**config.mk**
```make
export PLATFORM = sky130hd
export DESIGN_NAME = dlock_mon
export DESIGN_NICKNAME = d
export VERILOG_FILES = /design/src/rtl/dlock_pkg.sv /design/src/rtl/dlock_slot.sv /design/src/rtl/dlock_pick.sv /design/src/rtl/dlock_cap.sv /design/src/rtl/dlock_regs.sv /design/src/rtl/dlock_mon.sv
export SDC_FILE = /design/constraint.sdc
export NUM_CORES = 1
export LEC_CHECK = 0
export ABC_AREA = 1
export ABC_CLOCK_PERIOD_IN_PS = 3740
export CAP_MARGIN = 20
export CORE_MARGIN = 2
export CORE_UTILIZATION = 53
export CTS_CLUSTER_DIAMETER = 120
export CTS_CLUSTER_SIZE = 8
export DETAILED_ROUTE_END_ITERATION = 7
export MAX_ROUTING_LAYER = met4
export PLACE_DENSITY = 0.79
export SYNTH_ARGS = -nofsm -noshare
export SYNTH_HDL_FRONTEND = slang
export SYNTH_SLANG_ARGS = --single-unit
```
**constraint.sdc**
```tcl
create_clock -name clk -period 3.74 [get_ports clk]
set_input_delay 0.374 -clock clk [delete_from_list [all_inputs] [get_ports clk]]
set_output_delay 0.374 -clock clk [all_outputs]
set_load 0.05 [all_outputs]
```
**src/rtl/dlock_pkg.sv**
```systemverilog
package dlock_pkg;

    localparam int REG_AW = 3;
    localparam int REG_DW = 32;

    localparam logic [REG_AW-1:0] REG_THR = 3'd0;
    localparam logic [REG_AW-1:0] REG_ENA = 3'd1;
    localparam logic [REG_AW-1:0] REG_RAW = 3'd2;
    localparam logic [REG_AW-1:0] REG_MSK = 3'd3;
    localparam logic [REG_AW-1:0] REG_CLR = 3'd4;
    localparam logic [REG_AW-1:0] REG_STS = 3'd5;

    typedef enum logic [1:0] {
        SLOT_IDLE    = 2'd0,
        SLOT_WAIT    = 2'd1,
        SLOT_EXPIRED = 2'd2
    } slot_state_e;

    typedef enum logic {
        CAP_ARMED = 1'b0,
        CAP_HELD  = 1'b1
    } cap_state_e;

endpackage

```
**src/rtl/dlock_slot.sv**
```systemverilog
module dlock_slot
    import dlock_pkg::*;
#(
    parameter int SLV_W = 3,
    parameter int ID_W  = 4,
    parameter int CNT_W = 13
) (
    input  logic             clk,
    input  logic             rst_n,
    input  logic             req,
    input  logic             rsp,
    input  logic [SLV_W-1:0] slv_in,
    input  logic [ID_W-1:0]  id_in,
    input  logic             wr_in,
    input  logic [CNT_W-1:0] thr,
    output logic             expire,
    output logic [SLV_W-1:0] slv_q,
    output logic [ID_W-1:0]  id_q,
    output logic             wr_q
);

    slot_state_e      state_q, state_d;
    logic [CNT_W-1:0] cnt_q;
    logic [CNT_W-1:0] cnt_inc;
    logic             limit_hit;

    assign cnt_inc   = cnt_q + CNT_W'(1);
    assign limit_hit = (thr != '0) && (cnt_inc >= thr);

    // next state
    always_comb begin
        state_d = state_q;
        unique case (state_q)
            SLOT_IDLE: begin
                if (req) state_d = SLOT_WAIT;
            end
            SLOT_WAIT: begin
                if (rsp)            state_d = SLOT_IDLE;
                else if (limit_hit) state_d = SLOT_EXPIRED;
            end
            SLOT_EXPIRED: begin
                if (rsp) state_d = SLOT_IDLE;
            end
            default: state_d = SLOT_IDLE;
        endcase
    end

    // state register
    always_ff @(posedge clk or negedge rst_n) begin
        if (!rst_n) state_q <= SLOT_IDLE;
        else        state_q <= state_d;
    end

    // wait counter and captured transaction fields
    always_ff @(posedge clk or negedge rst_n) begin
        if (!rst_n) begin
            cnt_q <= '0;
            slv_q <= '0;
            id_q  <= '0;
            wr_q  <= 1'b0;
        end else begin
            if (state_q == SLOT_IDLE && req) begin
                cnt_q <= '0;
                slv_q <= slv_in;
                id_q  <= id_in;
                wr_q  <= wr_in;
            end else if (state_q == SLOT_WAIT) begin
                if (rsp)             cnt_q <= '0;
                else if (!limit_hit) cnt_q <= cnt_inc;
            end else if (state_q == SLOT_EXPIRED && rsp) begin
                cnt_q <= '0;
            end
        end
    end

    // outputs: one-cycle timeout event
    always_comb begin
        expire = (state_q == SLOT_WAIT) && !rsp && limit_hit;
    end

endmodule

```
**src/rtl/dlock_pick.sv**
```systemverilog
module dlock_pick #(
    parameter int N     = 16,
    parameter int IDX_W = 4
) (
    input  logic [N-1:0]     hits,
    output logic             found,
    output logic [IDX_W-1:0] idx
);

    always_comb begin
        found = 1'b0;
        idx   = '0;
        for (int i = N - 1; i >= 0; i--) begin
            if (hits[i]) begin
                found = 1'b1;
                idx   = IDX_W'(i);
            end
        end
    end

endmodule

```
**src/rtl/dlock_cap.sv**
```systemverilog
module dlock_cap
    import dlock_pkg::*;
#(
    parameter int WORD_W = 12
) (
    input  logic              clk,
    input  logic              rst_n,
    input  logic              set,
    input  logic              clr,
    input  logic [WORD_W-1:0] word_in,
    output logic              raw,
    output logic [WORD_W-1:0] word_q
);

    cap_state_e state_q, state_d;

    // next state: a set in the same cycle as a clear keeps the hold
    always_comb begin
        state_d = state_q;
        unique case (state_q)
            CAP_ARMED: begin
                if (set) state_d = CAP_HELD;
            end
            CAP_HELD: begin
                if (clr && !set) state_d = CAP_ARMED;
            end
            default: state_d = CAP_ARMED;
        endcase
    end

    // state register
    always_ff @(posedge clk or negedge rst_n) begin
        if (!rst_n) state_q <= CAP_ARMED;
        else        state_q <= state_d;
    end

    // captured word
    always_ff @(posedge clk or negedge rst_n) begin
        if (!rst_n) begin
            word_q <= '0;
        end else if (state_q == CAP_ARMED && set) begin
            word_q <= word_in;
        end else if (state_q == CAP_HELD && clr && !set) begin
            word_q <= '0;
        end
    end

    // outputs
    always_comb begin
        raw = (state_q == CAP_HELD);
    end

endmodule

```
**src/rtl/dlock_regs.sv**
```systemverilog
module dlock_regs
    import dlock_pkg::*;
#(
    parameter int TMO_W   = 13,
    parameter int TMO_RST = 2048,
    parameter int STS_W   = 12
) (
    input  logic              clk,
    input  logic              rst_n,
    input  logic              reg_we,
    input  logic [REG_AW-1:0] reg_addr,
    input  logic [REG_DW-1:0] reg_wdata,
    input  logic              raw,
    input  logic [STS_W-1:0]  status,
    output logic [TMO_W-1:0]  thr_q,
    output logic              clr,
    output logic [REG_DW-1:0] reg_rdata,
    output logic              irq
);

    logic en_q;
    logic unused_wdata;

    assign unused_wdata = ^reg_wdata[REG_DW-1:TMO_W];

    always_ff @(posedge clk or negedge rst_n) begin
        if (!rst_n) begin
            thr_q <= TMO_W'(TMO_RST);
            en_q  <= 1'b1;
        end else if (reg_we) begin
            if (reg_addr == REG_THR) thr_q <= reg_wdata[TMO_W-1:0];
            if (reg_addr == REG_ENA) en_q  <= reg_wdata[0];
        end
    end

    assign clr = reg_we && (reg_addr == REG_CLR) && reg_wdata[0];
    assign irq = raw & en_q;

    always_comb begin
        reg_rdata = '0;
        case (reg_addr)
            REG_THR: reg_rdata = REG_DW'(thr_q);
            REG_ENA: reg_rdata = REG_DW'(en_q);
            REG_RAW: reg_rdata = REG_DW'(raw);
            REG_MSK: reg_rdata = REG_DW'(irq);
            REG_STS: reg_rdata = REG_DW'(status);
            default: reg_rdata = '0;
        endcase
    end

endmodule

```
**src/rtl/dlock_mon.sv**
```systemverilog
module dlock_mon
    import dlock_pkg::*;
#(
    parameter int NUM_MST = 16,
    parameter int SLV_W   = 3,
    parameter int ID_W    = 4,
    parameter int TMO_W   = 13,
    parameter int TMO_RST = 2048
) (
    input  logic                     clk,
    input  logic                     rst_n,
    input  logic [NUM_MST-1:0]       req_vld,
    input  logic [NUM_MST*SLV_W-1:0] req_slv,
    input  logic [NUM_MST*ID_W-1:0]  req_id,
    input  logic [NUM_MST-1:0]       req_wr,
    input  logic [NUM_MST-1:0]       rsp_vld,
    input  logic                     reg_we,
    input  logic [REG_AW-1:0]        reg_addr,
    input  logic [REG_DW-1:0]        reg_wdata,
    output logic [REG_DW-1:0]        reg_rdata,
    output logic                     irq
);

    localparam int MST_W = (NUM_MST > 1) ? $clog2(NUM_MST) : 1;
    localparam int STS_W = MST_W + SLV_W + ID_W + 1;

    logic [NUM_MST-1:0] expire_vec;
    logic [SLV_W-1:0]   slot_slv [NUM_MST];
    logic [ID_W-1:0]    slot_id  [NUM_MST];
    logic [NUM_MST-1:0] slot_wr;
    logic [TMO_W-1:0]   thr_q;
    logic               hit_any;
    logic [MST_W-1:0]   hit_idx;
    logic [STS_W-1:0]   sts_next;
    logic [STS_W-1:0]   status_q;
    logic               raw_q;
    logic               clr_evt;

    for (genvar g = 0; g < NUM_MST; g++) begin : g_slot
        dlock_slot #(
            .SLV_W (SLV_W),
            .ID_W  (ID_W),
            .CNT_W (TMO_W)
        ) u_slot (
            .clk    (clk),
            .rst_n  (rst_n),
            .req    (req_vld[g]),
            .rsp    (rsp_vld[g]),
            .slv_in (req_slv[g*SLV_W +: SLV_W]),
            .id_in  (req_id[g*ID_W +: ID_W]),
            .wr_in  (req_wr[g]),
            .thr    (thr_q),
            .expire (expire_vec[g]),
            .slv_q  (slot_slv[g]),
            .id_q   (slot_id[g]),
            .wr_q   (slot_wr[g])
        );
    end

    dlock_pick #(
        .N     (NUM_MST),
        .IDX_W (MST_W)
    ) u_pick (
        .hits  (expire_vec),
        .found (hit_any),
        .idx   (hit_idx)
    );

    assign sts_next = {slot_wr[hit_idx], slot_id[hit_idx], slot_slv[hit_idx], hit_idx};

    dlock_cap #(
        .WORD_W (STS_W)
    ) u_cap (
        .clk     (clk),
        .rst_n   (rst_n),
        .set     (hit_any),
        .clr     (clr_evt),
        .word_in (sts_next),
        .raw     (raw_q),
        .word_q  (status_q)
    );

    dlock_regs #(
        .TMO_W   (TMO_W),
        .TMO_RST (TMO_RST),
        .STS_W   (STS_W)
    ) u_regs (
        .clk       (clk),
        .rst_n     (rst_n),
        .reg_we    (reg_we),
        .reg_addr  (reg_addr),
        .reg_wdata (reg_wdata),
        .raw       (raw_q),
        .status    (status_q),
        .thr_q     (thr_q),
        .clr       (clr_evt),
        .reg_rdata (reg_rdata),
        .irq       (irq)
    );

endmodule

```
---- Word-level counts from Yosys, hierarchy flattened ----
Cells that the tools add are included.
storage, ports and cells
  register bits ........................... 395
  latch bits .............................. 0
  memories ................................ 0
  output and inout port bits .............. 33
  word-level logic and storage cells ...... 600
  bits in writable memories ............... 0
  memory bits (read-only) ................. 0
cells by class
  equal/unequal tests ..................... 101
  magnitude comparators ................... 18
  bitwise gates (word level) .............. 3
  reduce and logical (&&, ||, !) cells .... 172
  divide/modulo/power cells ............... 0
  add/sub/neg operators ................... 16
  multiplexer cells ....................... 206
  shift-type cells ........................ 0
  multiply operators ...................... 0
operators by type and width
  kind                                                    count
  2-to-1 mux 13 bit                                       80
  adder 13 x 1 -> 13 bit (second input constant)          16
  greater-or-equal comparator 13 bit                      16
  2-to-1 mux 2 bit                                        64
  one-hot mux 2 bit (3 select lines)                      16
  logical AND 1 bit                                       86
  2-to-1 mux 4 bit                                        18
  one-hot mux 13 bit (5 select lines)                     1
  inequality test 2 bit (second input constant)           32
  inequality test 4 bit (second input constant)           16
  inequality test 3 x 2 -> 1 bit (second input constant)  16
  AND reduction 3 bit                                     16
  nonzero test 3 bit                                      16
  AND reduction 2 bit                                     18
  equality test 2 x 1 -> 1 bit (second input constant)    16
  equality test 2 bit (second input constant)             16
  logical NOT 2 bit                                       16
  2-to-1 mux 12 bit                                       2
  2-to-1 mux 1 bit                                        19
  logical NOT 1 bit                                       17
  binary-select mux 4 bit (select 4 bit)                  1
  nonzero test 13 bit                                     1
  binary-select mux 3 bit (select 4 bit)                  1
  equality test 3 x 2 -> 1 bit (second input constant)    2
  12 further kinds                                        14

---- Longest topological paths before layout ----
Gate-level depths: netlist (run 1).
  depth after elaboration ................. 25
  mapped depth ............................ 42

---- Hierarchy ----
From an unflattened synthesis (run 1), not the netlist that was laid out.
unflattened totals
  cell total of the unflattened synthesis .. 3,761
  area, all modules ....................... 28,921.5 sq um
modules (own cells, without submodules)
  module                             cells an instance  area an instance (sq um)  instances
  dlock_slot (g_slot[0].u_slot ...)  195                1,595.3                   15
  dlock_mon                          388                1,656.6                   1
  dlock_slot (g_slot[9].u_slot)      198                1,590.3                   1
  dlock_regs                         143                998.5                     1
  dlock_cap                          58                 538.0                     1
  dlock_pick                         49                 209.0                     1

---- Worst setup path after synthesis (run 1) ----
No wires, ideal clock.
  kind .................................... register to register
  from .................................... reg g_slot[15].u_slot.cnt_q[2]
  to ...................................... reg u_cap.word_q[5]
  slack ................................... -0.178 ns
  cell stages (with the launch flop) ...... 42
  data arrival time ....................... 3.801 ns
  buffers on the path ..................... 2
  required time ........................... 3.623 ns
  clock period less this slack ............ 3.918 ns
  path through ............................ dfrtp_1 inv_1 nor3_1 nand3_1 nor3_1 nand2_1 inv_1 nand3_1 xor2_1 inv_1 ha_1 nand2_1 nor2_2 inv_1 nor2_2 nand2_1 nand3_2 nand2_2 [6 not listed] nand2_1 nand2_1 nand2_1 nand2_1 nand2_1 nand2_1 nand2_1 nand2_2 nand2_4 nand2_2 buf_6 buf_4 nand2_1 nand3_1 nand3_1 nand3_1 nand3_1 nand2_1
between the ends
  word-level cells in the longest chain between the ends .. 25
ends and longest elaborated chain
  item                                                 line              text
  from (decl)                                          dlock_slot.sv:23  logic [CNT_W-1:0] cnt_q;
  from (signal assigned)                               dlock_slot.sv:69  else if (!limit_hit) cnt_q <= cnt_inc;
  adder 13 x 1 -> 13 bit (*)                           dlock_slot.sv:27  assign cnt_inc = cnt_q + CNT_W'(1);
  greater-or-equal comparator 13 bit (*)               dlock_slot.sv:28  assign limit_hit = (thr != '0) && (cnt_inc >= thr);
  logical AND 1 bit (*)                                dlock_slot.sv:28
  logical AND 1 bit (*)                                dlock_slot.sv:78  expire = (state_q == SLOT_WAIT) && !rsp && limit_hit;
  2-to-1 mux 4 bit (16 in a row)                       dlock_pick.sv:14  if (hits[i]) begin
  inverter 4 -> 5 bit (not written as such)            dlock_mon.sv:69   assign sts_next = {slot_wr[hit_idx], slot_id[hit_idx], slot_slv[hit_idx], hit_idx};
  binary-select mux 3 bit (select 4 bit)               dlock_mon.sv:69
  2-to-1 mux 3 bit (not written as such) (2 in a row)  dlock_mon.sv:69
  2-to-1 mux 12 bit                                    dlock_cap.sv:41   end else if (state_q == CAP_ARMED && set) begin
  to (signal assigned)                                 dlock_cap.sv:42   word_q <= word_in;
  to (decl)                                            dlock_cap.sv:12   output logic [WORD_W-1:0] word_q
Every way passes the cells marked *; elsewhere a longest branch is shown, timed or not. The select of a mux whose other input is x is not followed.
A chain may end at the register's enable or synchronous reset.

---- Final worst setup path (run 1) ----
  from .................................... reg g_slot[14].u_slot.cnt_q[0]
  to ...................................... reg u_cap.word_q[5]
between the ends
  word-level cells in the longest chain between the ends .. 24
ends and longest elaborated chain
  item                                                 line
  from (decl)                                          dlock_slot.sv:23
  from (signal assigned)                               dlock_slot.sv:69
  adder 13 x 1 -> 13 bit (*)                           dlock_slot.sv:27
  greater-or-equal comparator 13 bit (*)               dlock_slot.sv:28
  logical AND 1 bit (*)                                dlock_slot.sv:28
  logical AND 1 bit (*)                                dlock_slot.sv:78
  2-to-1 mux 4 bit (15 in a row)                       dlock_pick.sv:14
  inverter 4 -> 5 bit (not written as such)            dlock_mon.sv:69
  binary-select mux 3 bit (select 4 bit)               dlock_mon.sv:69
  2-to-1 mux 3 bit (not written as such) (2 in a row)  dlock_mon.sv:69
  2-to-1 mux 12 bit                                    dlock_cap.sv:41
Marked as above.

==> flow_metrics.py, run 1 <==
metrics = {
    "run_status": {
        "status": "complete, but fails checks",
        "violations": "negative setup slack",
    },
    "worst_setup_path": {
        "crit_path_end_kind": "flip-flop",
        "start_kind": "flip-flop",
        "critPathArrivalTime_ps": 5030,
        "timing.rr.end": "u_cap.word_q[5]",
        "r2r_cells": 32,
        "slowest_delay_ps": 400,
        "required_ps": 4240,
        "crit_path_top_delay_cell": "dfrtp_1",
        "cp_max_fo": 18,
        "ff2ff_setup_slack_ps": -790,
        "path_delay_family": "simple AND/OR/NAND/NOR gates",
        "r2r_start": "g_slot[14].u_slot.cnt_q[0]",
        "crit_buf_inv": 6,
        "crit_type": "flip-flop to flip-flop",
    },
    "final_layout": {
        "syn_to_final_growth_pct": 37.2,
        "antennaDiodeCount": 0,
        "drive_gt1_share_pct": 21.0,
        "nets": 4472,
        "utilization_pct": 73.7,
        "layout_common_cells": "nand2_1, buf_4, inv_1",
        "fillers": 3302,
        "final_common_cell": "nand2_1",
    },
    "route": {
        "postRouteAntennaNets": 0,
        "wire_per_inst_um": 19.1,
        "drc": 0,
        "dr.pass1.iters": 7,
        "viasPerCell": 5.79,
        "first_iter_violations": 3108,
        "vias": 27100,
        "routed_wl_um": 89500,
    },
    "timing": {
        "worst_clock_skew_ps": 18.9,
        "relSlewSlack_pct": 46.6,
        "period_needed_ps": 4530,
        "final_hold_viol_count": 0,
        "min_period_over_period_pct": 121,
        "setup_tns_ps": -9740,
        "drv_slew": 0,
        "rsz0062_at_grt": "yes",
        "worstMarginPinSlew_ps": 800,
        "setup_viol": 38,
        "max_freq_mhz": 221,
        "setup_ws_ps": -793,
    },
    "placement": {
        "place_hpwl_um": 59900,
        "place_congestion": 1.02,
        "post-place-ws_ps": -646,
        "io_buffers": 192,
    },
    "synthesis": {
        "yosys.area.top_type": "dfrtp_1",
        "ys_seq_area_share_pct": 38.4,
        "synth-seq-cells": 395,
        "ys_warn_count": 0,
        "synth_cells": 3380,
        "async_flop_share_pct": 100,
        "synth_top_flop_cell": "dfrtp_1",
        "synth_edf_count": 0,
        "synth.top_cell.area_share_pct": 38.2,
        "synth_cell_types": 51,
        "ys_top_cells_by_area": "dfrtp_1, nand2_1, ha_1",
        "avgSynthCellArea_sq_um": 7.61,
        "synth_area_sq_um": 25700,
    },
    "pwr": {
        "power_leakage_uw": 0.0178,
        "peakVddDrop_mv": 0.385,
        "power_density_nw_per_um2": 448,
    },
    "grt": {
        "grt_pass1_wl_um": 130000,
        "grt-ovfl-total": 0,
        "grt_start_max_net_pins": 99,
        "antenna_found_initial": 0,
        "track_usage_pct": 33.9,
        "grt_pass1_vias": 24900,
    },
    "floorplan": {
        "io_pins": 231,
        "dieHeight_um": 224,
        "initial_core_util_pct": 53.7,
        "core-area_sq_um": 47800,
        "die_width_um": 224,
        "die-area_sq_um": 50300,
        "std_cell_rows": 80,
    },
    "clock_network": {
        "clk_latency_ps": 620,
        "clockBufferDepth": 3,
        "cts_buffers": 55,
        "clk_pin_slew_ps": 60,
        "h-tree-depth": 2,
        "cts.sinks": 395,
        "cts_tree": "done",
        "cts_root_buf": "clkbuf_16",
    },
    "run": {
        "drv_cap": 0,
    },
    "min_path": {
        "hold_class": "primary input to async pin",
    },
}
-- routing by layer --
| layer | wire, um | up-vias | track usage, % |
|---|---|---|---|
| met5 | 0 | - | - |
| met4 | 5650 | 0 | 17.6 |
| met3 | 9690 | 375 | 5.96 |
| met2 | 39700 | 1542 | 51.5 |
| met1 | 34400 | 12700 | 43.7 |
| li1 | - | 12500 | - |
-- kinds of logic (layout without fill, tap and decap cells) --
| logic type | Yosys count | in the layout | synth area share, % |
|---|---|---|---|
| AND/OR/NAND/NOR | 1574 | 1575 | 26.9 |
| buffers and inverters | 561 | 1225 | 8.64 |
| AO/OA/AOI/OAI | 470 | 470 | 9.72 |
| flip-flops | 395 | 395 | 38.4 |
| adder cells (fa/ha/maj) | 224 | 224 | 10.9 |
| XOR/XNOR | 140 | 140 | 4.77 |
| multiplexers | 15 | 15 | 0.657 |
| other | 1 | 19 | 0.0146 |
-- cells in the mapped netlist, types with 4 or more instances --
cell,instances
buf_2,14
ha_1,224
clkinv_1,15
o21ai_0,292
nand3_1,419
a21o_1,4
clkbuf_1,63
buf_4,22
inv_1,442
o31ai_1,6
o221ai_1,12
o21ai_1,5
nor2_2,5
nor2_1,195
a211oi_1,5
dfrtp_1,393
xor2_1,138
o22ai_1,10
nand4_1,70
nor4_1,11
a21oi_1,119
nor3_1,47
nand3b_1,35
nand2_1,777
mux2_2,15
-- sequential cells by signal, summed over array words and instances, names as in the netlist --
| register | flops |
|---|---|
| g_slot.u_slot.cnt_q | 208 |
| g_slot.u_slot.id_q | 64 |
| g_slot.u_slot.slv_q | 48 |
| g_slot.u_slot.state_q | 32 |
| g_slot.u_slot.wr_q | 16 |
| u_cap.raw | 1 |
| u_cap.word_q | 12 |
| u_regs.en_q | 1 |
| u_regs.thr_q | 13 |
-- metrics by stage --
stage	area, sq um	power [uW]	cells	hold WS (ps)
2_1_floorplan	25800	8020	3398	78.4
3_3_place_gp	31200	10100	4491	326
3_5_place_dp	31200	10200	4491	326
4_1_cts	33700	14900	4613	275
5_1_grt	35300	16500	4678	309
6_report	35300	15800	4678	282
-- how the worst max path moves through the flow --
| stage | start | end | cells past startpoint |
|---|---|---|---|
| finish | g_slot[14].u_slot.cnt_q[0] | u_cap.word_q[5] | 32 |
| global route | g_slot[12].u_slot.cnt_q[0] | u_cap.word_q[11] | 36 |
| CTS | g_slot[15].u_slot.cnt_q[0] | u_cap.word_q[6] | 41 |
| detailed placement | g_slot[15].u_slot.cnt_q[0] | u_cap.word_q[8] | 40 |
| global placement | g_slot[12].u_slot.cnt_q[0] | u_cap.word_q[7] | 36 |
| floorplan | g_slot[15].u_slot.cnt_q[0] | u_cap.word_q[11] | 41 |
-- final cells by class --
class | instances | area (sq um) | area share [%]
clock inverter | 3 | 32.5 | 0.0922
sequential | 395 | 9890 | 28.0
timing repair inverter | 7 | 50.0 | 0.142
clock buffer | 67 | 1440 | 4.09
tap | 615 | 769 | 2.18
timing repair buffer | 689 | 6390 | 18.1
multi-input combinational | 2443 | 15000 | 42.4
inverter | 459 | 1750 | 4.95
-- where the power goes --
group / total, uW / internal (uW) / switching (uW)
clock network: 4560 / 2650 / 1900
logic: 5800 / 2210 / 3590
registers: 5440 / 4970 / 471
-- timing repair --
action,4_1_cts,5_1_grt
pin swaps,37,98
setup buffers,47,45
resized for setup,117,252
hold buffers,1,0
cloned,4,22
endpoints found under the setup margin,44,248
endpoints found under the hold margin,46,0
No activity file was read; power rests on OpenSTA's default activity.
==> inputs of run 2 (changes only) <==
--- a/config.mk
+++ b/config.mk
@@ -9,12 +9,12 @@
 export ABC_CLOCK_PERIOD_IN_PS = 3740
 export CAP_MARGIN = 20
 export CORE_MARGIN = 2
-export CORE_UTILIZATION = 53
+export CORE_UTILIZATION = 41
 export CTS_CLUSTER_DIAMETER = 120
 export CTS_CLUSTER_SIZE = 8
 export DETAILED_ROUTE_END_ITERATION = 7
 export MAX_ROUTING_LAYER = met4
-export PLACE_DENSITY = 0.79
+export PLACE_DENSITY = 0.64
 export SYNTH_ARGS = -nofsm -noshare
 export SYNTH_HDL_FRONTEND = slang
 export SYNTH_SLANG_ARGS = --single-unit
==> flow_metrics.py, run 2 (synthesized netlist as in run 1, its figures left out) <==
metrics = {
    "timing": {
        "rsz0062_at_grt": "yes",
        "relSlewSlack_pct": 50.4,
        "worst_clock_skew_ps": 30.5,
        "setup_ws_ps": -667,
        "drv_slew": 0,
        "setup_tns_ps": -5810,
        "final_hold_viol_count": 0,
        "period_needed_ps": 4410,
        "setup_viol": 12,
        "min_period_over_period_pct": 118,
        "worstMarginPinSlew_ps": 742,
        "max_freq_mhz": 227,
    },
    "worst_setup_path": {
        "slowest_delay_ps": 350,
        "r2r_cells": 41,
        "ff2ff_setup_slack_ps": -670,
        "start_kind": "flip-flop",
        "crit_type": "flip-flop to flip-flop",
        "crit_path_top_delay_cell": "dfrtp_1",
        "timing.rr.end": "u_cap.word_q[11]",
        "cp_max_fo": 5,
        "critPathArrivalTime_ps": 4930,
        "crit_path_end_kind": "flip-flop",
        "crit_start": "g_slot[15].u_slot.cnt_q[1]",
        "r2r_start": "g_slot[15].u_slot.cnt_q[1]",
        "critPathMostFrequentCell": "nand2_1",
        "required_ps": 4270,
    },
    "run_status": {
        "violations": "negative setup slack",
        "status": "complete, but fails checks",
    },
    "final_layout": {
        "antennaDiodeCount": 0,
        "syn_to_final_growth_pct": 35.9,
        "drive_gt1_share_pct": 19.7,
        "final_common_cell": "nand2_1",
        "largest_register_ffs": 208,
        "layout_common_cells": "nand2_1, inv_1, buf_4",
        "largestRegisters": "g_slot.u_slot.cnt_q (208), g_slot.u_slot.id_q (64), g_slot.u_slot.slv_q (48)",
        "nets": 4428,
        "top_register": "g_slot.u_slot.cnt_q",
        "fillers": 5625,
        "stdcell_count": 4856,
    },
    "floorplan": {
        "core-area_sq_um": 61800,
        "std_cell_rows": 91,
        "initial_core_util_pct": 41.6,
        "io_pins": 231,
        "die-area_sq_um": 64700,
        "dieHeight_um": 254,
        "die_width_um": 254,
    },
    "route": {
        "drc": 0,
        "dr.pass1.iters": 5,
        "drt-met1-wl_um": 37700,
        "postRouteAntennaNets": 0,
        "wl_met3_um": 5570,
        "vias": 25200,
        "wl_met2_um": 38500,
        "first_iter_violations": 2017,
        "viasPerCell": 5.19,
        "routed_wl_um": 84700,
        "wire_per_inst_um": 17.5,
        "dr.max_layer_used": "met4",
    },
    "grt": {
        "grt_start_max_net_pins": 131,
        "track_usage_pct": 26.3,
        "grt_pass1_vias": 23800,
        "grt-ovfl-total": 0,
        "grt_pass1_wl_um": 129000,
        "antenna_found_initial": 1,
    },
    "placement": {
        "place_congestion": 0.918,
        "place_hpwl_um": 61400,
        "io_buffers": 192,
        "placedCellCount": 4724,
    },
    "min_path": {
        "hold_class": "primary input to async pin",
    },
    "clock_network": {
        "cts_tree": "done",
        "clk_latency_ps": 630,
        "clockBufferDepth": 3,
        "h-tree-depth": 2,
        "cts.sinks": 395,
        "clk_pin_slew_ps": 50,
        "cts_root_buf": "clkbuf_16",
        "cts_buffers": 55,
    },
    "pwr": {
        "peakVddDrop_mv": 0.356,
        "power_density_nw_per_um2": 443,
        "power_leakage_uw": 0.0175,
    },
    "run": {
        "drv_cap": 0,
    },
}
==> run 2: cell types whose count changed in the layout (fill, tap and decap cells not counted), moves of 4 or more <==
| cell | before | now |
|---|---|---|
| a21oi_2 | 12 | 8 |
| buf_4 | 425 | 395 |
| buf_8 | 8 | 3 |
| clkbuf_16 | 67 | 57 |
| nand3_1 | 368 | 363 |
| nor2_1 | 145 | 151 |
| nor2_2 | 41 | 36 |
| o21ai_0 | 256 | 262 |
| o21ai_1 | 33 | 25 |
| xor2_1 | 127 | 133 |
| xor2_2 | 10 | 2 |
==> run 2: final cells by class <==
cell class | count | area [sq um] | area share [%]
Clock buffer | 66 | 1420 | 4.06
Clock inverter | 4 | 62.6 | 0.179
Inverter | 459 | 1750 | 5.00
Multi-Input combinational cell | 2442 | 14900 | 42.6
Sequential cell | 395 | 9890 | 28.3
Tap cell | 837 | 1050 | 3.00
Timing Repair Buffer | 643 | 5840 | 16.7
Timing Repair inverter | 10 | 66.3 | 0.190
==> run 2: timing repair <==
item	in CTS	in global routing
buffers inserted	18	27
endpoints found under the hold margin	47	0
hold buffers	1	0
pin swaps	19	109
gates cloned	4	14
setup endpoints to repair	12	260
resized for setup	71	263
==> run 2: metrics by stage <==
stage | instance area, sq um | util [%] | hold WS [ps] | total power (uW) | setup WS (ps)
floorplan | 25800 | - | 78.4 | 8020 | -104
global placement | 31600 | 51.1 | 331 | 10300 | -617
detailed placement | 31600 | 51.1 | 338 | 10400 | -621
CTS | 33600 | 54.4 | 254 | 15000 | -467
global route | 35000 | 56.5 | 286 | 16400 | -1030
finish | 35000 | 56.5 | 273 | 15500 | -667
==> run 2: report_power, final <==
| part | total, uW | internal [uW] | switching (uW) |
|---|---|---|---|
| Sequential | 5430 | 4960 | 466 |
| Clock | 4580 | 2620 | 1960 |
| Combinational | 5490 | 2080 | 3410 |
| Total | 15500 | 9660 | 5840 |
==> run 2: critical path, delay by kind of cell, from the launching register on <==
kind,cells,cell delay (ps)
AND/OR/NAND/NOR,34,2830
adder cells (fa/ha/maj),2,490
buffers and inverters,4,450
flip-flops,1,350
XOR/XNOR,1,200
==> run 2: how the worst max path moves through the flow <==
stage | endpoint | slack, ps | cells after the start
floorplan | u_cap.word_q[11] | -100 | 41
global placement | u_cap.word_q[11] | -620 | 35
detailed placement | u_cap.word_q[11] | -620 | 41
CTS | u_cap.word_q[10] | -470 | 42
global route | u_cap.word_q[9] | -1030 | 41
finish | u_cap.word_q[11] | -670 | 41
==> run 2: per-layer routing <==
| metal | vias up | global-route usage [%] |
|---|---|---|
| met3 | 147 | 3.52 |
| met5 | - | - |
| li1 | 12400 | - |
| met1 | 11900 | 35.3 |
| met4 | 0 | 9.13 |
| met2 | 754 | 40.9 |
